`src/rtl/irq_pkg.sv`:
```
package irq_pkg;

    localparam int DATA_W = 8;
    localparam int ADDR_W = 2;

    typedef enum logic [ADDR_W-1:0] {
        REG_ENABLE = 2'd0,
        REG_STATUS = 2'd1,
        REG_ACK    = 2'd2,
        REG_NONE   = 2'd3
    } reg_sel_e;

    // status bit positions
    localparam int ST_TMR  = 0;
    localparam int ST_KEY  = 2;
    localparam int ST_BATT = 3;
    localparam int ST_UART = 4;
    localparam int ST_FLAP = 5;
    localparam int ST_WAKE = 6;
    localparam int ST_LID  = 7;

    // enable bit positions
    localparam int EN_GATE = 0;
    localparam int EN_TMR  = 1;
    localparam int EN_KEY  = 2;
    localparam int EN_BATT = 3;
    localparam int EN_UART = 4;
    localparam int EN_FLAP = 5;
    localparam int EN_WAKE = 6;

    // latched-source slot order inside the aggregator
    localparam int LATCH_N  = 4;
    localparam int SLOT_KEY  = 0;
    localparam int SLOT_FLAP = 1;
    localparam int SLOT_BATT = 2;
    localparam int SLOT_WAKE = 3;

    typedef struct packed {
        logic [DATA_W-1:0] en;
        logic              int_n;
    } agg_state_t;

endpackage

```
`src/rtl/irq_latch_bit.sv`:
```
module irq_latch_bit #(
    parameter bit RISE_ONLY = 1'b0
) (
    input  logic clk,
    input  logic rst_n,
    input  logic src,
    input  logic clr,
    output logic flag
);
    logic set;
    logic flag_d, flag_q;

    generate
        if (RISE_ONLY) begin : g_edge
            logic prev_d, prev_q;
            always_comb begin
                prev_d = src;
                set    = src & ~prev_q;
            end
            always_ff @(posedge clk or negedge rst_n) begin
                if (!rst_n) prev_q <= 1'b0;
                else        prev_q <= prev_d;
            end
        end else begin : g_level
            always_comb set = src;
        end
    endgenerate

    // a new set condition beats a clear in the same cycle
    always_comb flag_d = set | (flag_q & ~clr);

    always_ff @(posedge clk or negedge rst_n) begin
        if (!rst_n) flag_q <= 1'b0;
        else        flag_q <= flag_d;
    end

    assign flag = flag_q;
endmodule

```
`src/rtl/irq_masked_or.sv`:
```
module irq_masked_or #(
    parameter int W = 4
) (
    input  logic [W-1:0] flags,
    input  logic [W-1:0] mask,
    output logic         hit
);
    always_comb hit = |(flags & mask);
endmodule

```
`src/rtl/irq_nmi_gen.sv`:
```
module irq_nmi_gen #(
    parameter int N = 2
) (
    input  logic         clk,
    input  logic         rst_n,
    input  logic [N-1:0] evt,
    output logic         nmi_n
);
    typedef struct packed {
        logic [N-1:0] prev;
        logic         pulse_n;
    } nmi_state_t;

    nmi_state_t st_d, st_q;

    always_comb begin
        st_d.prev    = evt;
        st_d.pulse_n = ~|(evt & ~st_q.prev);
    end

    always_ff @(posedge clk or negedge rst_n) begin
        if (!rst_n) begin
            st_q.prev    <= '0;
            st_q.pulse_n <= 1'b1;
        end else begin
            st_q <= st_d;
        end
    end

    assign nmi_n = st_q.pulse_n;
endmodule

```
`src/rtl/irq_aggregator.sv`:
```
module irq_aggregator
    import irq_pkg::*;
#(
    parameter int UART_W = 4,
    parameter int TMR_W  = 3,
    parameter int CRIT_W = 2
) (
    input  logic              clk,
    input  logic              rst_n,
    input  logic [ADDR_W-1:0] reg_addr,
    input  logic              reg_we,
    input  logic [DATA_W-1:0] reg_wdata,
    output logic [DATA_W-1:0] reg_rdata,
    input  logic              flap_open,
    input  logic              batt_low,
    input  logic              kbd_col_low,
    input  logic              wake_a19,
    input  logic [UART_W-1:0] uart_flags,
    input  logic [UART_W-1:0] uart_mask,
    input  logic [TMR_W-1:0]  tmr_flags,
    input  logic [TMR_W-1:0]  tmr_mask,
    input  logic [CRIT_W-1:0] crit_evt,
    output logic              int_n,
    output logic              nmi_n
);
    agg_state_t st_d, st_q;

    logic               en_wr, ack_wr;
    logic [LATCH_N-1:0] latch_src, latch_clr, latch_flag;
    logic               uart_hit, tmr_hit;
    logic [DATA_W-1:0]  status;
    logic [DATA_W-1:0]  gate_map;
    logic               irq_req;

    always_comb begin
        en_wr  = reg_we && (reg_addr == REG_ENABLE);
        ack_wr = reg_we && (reg_addr == REG_ACK);
    end

    // latched sources, slot order from the package
    always_comb begin
        latch_src[SLOT_KEY]  = kbd_col_low;
        latch_src[SLOT_FLAP] = flap_open;
        latch_src[SLOT_BATT] = batt_low;
        latch_src[SLOT_WAKE] = wake_a19;
        latch_clr[SLOT_KEY]  = ack_wr & reg_wdata[ST_KEY];
        latch_clr[SLOT_FLAP] = ack_wr & reg_wdata[ST_FLAP];
        latch_clr[SLOT_BATT] = ack_wr & reg_wdata[ST_BATT];
        latch_clr[SLOT_WAKE] = ack_wr & reg_wdata[ST_WAKE];
    end

    generate
        for (genvar g = 0; g < LATCH_N; g++) begin : g_latch
            irq_latch_bit #(
                .RISE_ONLY(g == SLOT_FLAP)
            ) u_lat (
                .clk  (clk),
                .rst_n(rst_n),
                .src  (latch_src[g]),
                .clr  (latch_clr[g]),
                .flag (latch_flag[g])
            );
        end
    endgenerate

    irq_masked_or #(.W(UART_W)) u_uart_or (
        .flags(uart_flags),
        .mask (uart_mask),
        .hit  (uart_hit)
    );

    irq_masked_or #(.W(TMR_W)) u_tmr_or (
        .flags(tmr_flags),
        .mask (tmr_mask),
        .hit  (tmr_hit)
    );

    irq_nmi_gen #(.N(CRIT_W)) u_nmi (
        .clk  (clk),
        .rst_n(rst_n),
        .evt  (crit_evt),
        .nmi_n(nmi_n)
    );

    // status assembly
    always_comb begin
        status          = '0;
        status[ST_LID]  = flap_open;
        status[ST_WAKE] = latch_flag[SLOT_WAKE];
        status[ST_FLAP] = latch_flag[SLOT_FLAP];
        status[ST_UART] = uart_hit;
        status[ST_BATT] = latch_flag[SLOT_BATT];
        status[ST_KEY]  = latch_flag[SLOT_KEY];
        status[ST_TMR]  = tmr_hit;
    end

    // enable bits moved onto status positions; the timer pair is offset
    always_comb begin
        gate_map          = '0;
        gate_map[ST_WAKE] = st_q.en[EN_WAKE];
        gate_map[ST_FLAP] = st_q.en[EN_FLAP];
        gate_map[ST_UART] = st_q.en[EN_UART];
        gate_map[ST_BATT] = st_q.en[EN_BATT];
        gate_map[ST_KEY]  = st_q.en[EN_KEY];
        gate_map[ST_TMR]  = st_q.en[EN_TMR];
        irq_req           = st_q.en[EN_GATE] & |(status & gate_map);
    end

    always_comb begin
        st_d       = st_q;
        if (en_wr) st_d.en = reg_wdata;
        st_d.int_n = ~irq_req;
    end

    always_ff @(posedge clk or negedge rst_n) begin
        if (!rst_n) begin
            st_q.en    <= '0;
            st_q.int_n <= 1'b1;
        end else begin
            st_q <= st_d;
        end
    end

    always_comb begin
        unique case (reg_addr)
            REG_ENABLE: reg_rdata = st_q.en;
            REG_STATUS: reg_rdata = status;
            default:    reg_rdata = '0;
        endcase
    end

    assign int_n = st_q.int_n;
endmodule

```
`config.mk`:
```
export PLATFORM = sky130hd
export DESIGN_NAME = irq_aggregator
export DESIGN_NICKNAME = d
export VERILOG_FILES = /design/src/rtl/irq_pkg.sv /design/src/rtl/irq_latch_bit.sv /design/src/rtl/irq_masked_or.sv /design/src/rtl/irq_nmi_gen.sv /design/src/rtl/irq_aggregator.sv
export SDC_FILE = /design/constraint.sdc
export NUM_CORES = 1
export LEC_CHECK = 0
export BUFFER_PORTS_ARGS = -buffer_cell sky130_fd_sc_hd__buf_2
export CAP_MARGIN = 10
export CORE_AREA = 2 2 45 47
export CTS_CLUSTER_DIAMETER = 60
export DETAILED_ROUTE_END_ITERATION = 8
export DIE_AREA = 0 0 47 49
export PLACE_DENSITY = 0.79
export SETUP_SLACK_MARGIN = 0.5
export SLEW_MARGIN = 10
export SYNTH_ARGS = -nofsm -noshare
export SYNTH_HDL_FRONTEND = slang
export SYNTH_SLANG_ARGS = --single-unit
```
`constraint.sdc`:
```
create_clock -name clk -period 2.68 [get_ports clk]
set_input_delay 0.268 -clock clk [delete_from_list [all_inputs] [get_ports clk]]
set_output_delay 0.268 -clock clk [all_outputs]
set_load 0.02 [all_outputs]
```
==> run summary <==
Status -> finished clean
Nets -> 144
Via density per instance -> 4.861
Max frequency -> 717.6 MHz
TritonCTS buffer count -> 3
Crit path arrival time -> 1.13 ns
Fraction of layout cells with a size suffix above 1 -> 0.5182
Max FO, Critical Path -> 3
First-pass GRT wire length -> 2608 µm
Post-DP HPWL -> 1295 µm
CP required -> 2.41 ns
Max-Cap Viols -> 0
Die Width -> 47 µm
Leak -> 0.5236 nW
Max Root-Sink Buffers -> 2
Wirelength, routed -> 1667 µm
Clock Sinks -> 17
Distinct cells, synth -> 21
Hold WS -> 0.1009 ns
Final Hold Viols -> 0
Area delta synth->final -> 33.28%
Commonest cells after routing, fill and taps aside -> 42 x buf_2, 15 x dfrtp_1, 8 x mux2_2, 7 x nor2_1
Tmin final -> 1.393 ns
Setup TNS -> 0 ns
Initial antenna violation count -> 0
Syn Inst Count -> 65
Final Max Slew Viols -> 0
Resized Gates After CTS -> 0
Nature of the critical path startpoint -> register
Syn_nets -> 98
Total Routing Usage GR -> 0.1546
Final core utilization -> 0.5740
CORE AREA -> 1842 µm²
Antenna viol nets, final -> 0
Via count -> 666
Crit path setup slack, layout -> 1.287 ns
Most common cell after layout, fill and taps aside -> buf_2
FILL cells -> 179
Area of the multi-input gates -> 337.8 µm²
Clock transition at path regs -> 0.09 ns
Final setup fails -> 0
FF+latch count, synth -> 17
RSZ-0062 raised after global routing -> false
Relative slew slack -> 0.7006
Worst slew pin tran -> 0.4486 ns
Routed len/inst -> 12.17 µm
Yosys Warn Count -> 0
Final Cycle Share -> 0.5199
Synth Area per Inst -> 12.20 µm²
Ant. Diodes -> 0
PD cells -> 553.3 nW/µm²
Rows -> 16
Post-Syn Area -> 793.3 µm²
Pre-CTS setup slack -> 1.245 ns
Register area share after synthesis -> 0.5394
I/O Pins -> 43
DRC viols -> 0
Worst Skew -> 0.001508 ns
CP Capture Type -> output port
Reg-to-reg slack, setup -> 1.64 ns
GP Congestion -> 0.7034
Initial Utilization -> 0.4307
Port-buffer cells -> 42
HP Class -> in -> reg
Largest net degree at the start of global routing -> 18
Maximum VDD drop -> 0.0003424 V
Clk root buf -> clkbuf_4
DR pass1 iterations -> 4
Power, Total -> 0.0005850 W
Iter 0 DRT Violations -> 10
Grt total ovfl -> 0
CP Class -> reg -> out
Register Area -> 427.9 µm²
Vias in the first global route -> 649
Clk Latency, worst-skew pair -> 0.28 ns
# hold bufs at CTS -> 1
CTS tree -> done
Post-CTS Repair Setup Buffers -> 0
CTS HTree Levels -> 1
Die Y -> 49 µm
Total die area -> 2303 µm²
-- per-stage QoR --
stage / std cells / cell area (µm²)
after floorplan: 65 / 793.3
after global placement: 132 / 1021
after detailed placement: 132 / 1021
after CTS: 137 / 1057
after global routing: 137 / 1057
final: 137 / 1057
-- flip-flops by register name, summed over array words and instances, names as in the netlist --
register / flops
st_q: 2
g_latch.u_lat.g_edge.prev_q: 1
u_nmi.st_q: 2
int_n: 1
gate_map: 6
g_latch.u_lat.flag: 4
u_nmi.nmi_n: 1
-- path summary, 6_finish.rpt --
path / from / end / cells past startpoint
min reg2reg: st_q[1] / int_n / 1
max: gate_map[4] / reg_rdata[4] / 3
min: crit_evt[0] / u_nmi.st_q[1] / 1
max reg2reg: gate_map[5] / int_n / 3
min in group asynchronous: rst_n / gate_map[6] / 2
max in group asynchronous: rst_n / u_nmi.nmi_n / 2
-- cells in the mapped netlist (all sizes together) --
cell type,count,area share
and3b,1,0.013
buf,2,0.020
mux2,8,0.11
a311oi,1,0.011
a22oi,5,0.047
a21boi,1,0.0095
a211oi,1,0.0095
nor3b,2,0.033
dfstp,2,0.066
a222oi,1,0.013
nor2,7,0.033
nand2,5,0.024
mux2i,5,0.063
o31ai,1,0.0095
nor2b,1,0.0079
inv,3,0.014
a22o,1,0.011
a21o,3,0.028
dfrtp,15,0.47
-- cell type report --
| type | count | share of cell area |
|---|---|---|
| sequential | 17 | 0.4047 |
| tap | 27 | 0.03195 |
| timing repair buffer | 43 | 0.2083 |
| inverter | 3 | 0.01065 |
| clock buffer | 4 | 0.02485 |
| multi-input combinational | 43 | 0.3195 |
-- kinds of logic after synthesis --
| family | share of synthesized area |
|---|---|
| compound gates | 0.1388 |
| buf+inv | 0.03469 |
| flops | 0.5394 |
| mux | 0.1767 |
| simple gates | 0.1104 |
-- routing by layer --
metal  vias up  GRT usage  wire length (µm)  part of all wire
li1        325          -                 -                 -
met1       314     0.1820               695              0.42
met2        27     0.2808               861              0.52
met3         0    0.02963               110             0.066
met4         0    0.02778                 0                 0
met5         -          0                 0                 0
-- critical path: stages (launching register included) --
cell and delay [ns]:
dfrtp_1 0.37, nor2_1 0.05, a311oi_1 0.22, buf_2 0.20
-- where the power goes --
part / total [W] / internal [W] / leakage (nW) / switching [W]
sequential: 0.000313 / 0.000292 / 0.188 / 0.0000206
clock: 0.000134 / 0.0000577 / 0.0150 / 0.0000761
combinational: 0.000138 / 0.0000703 / 0.321 / 0.0000680
total: 0.000585 / 0.000420 / 0.524 / 0.000165
No activity file was read; power rests on OpenSTA's default activity.
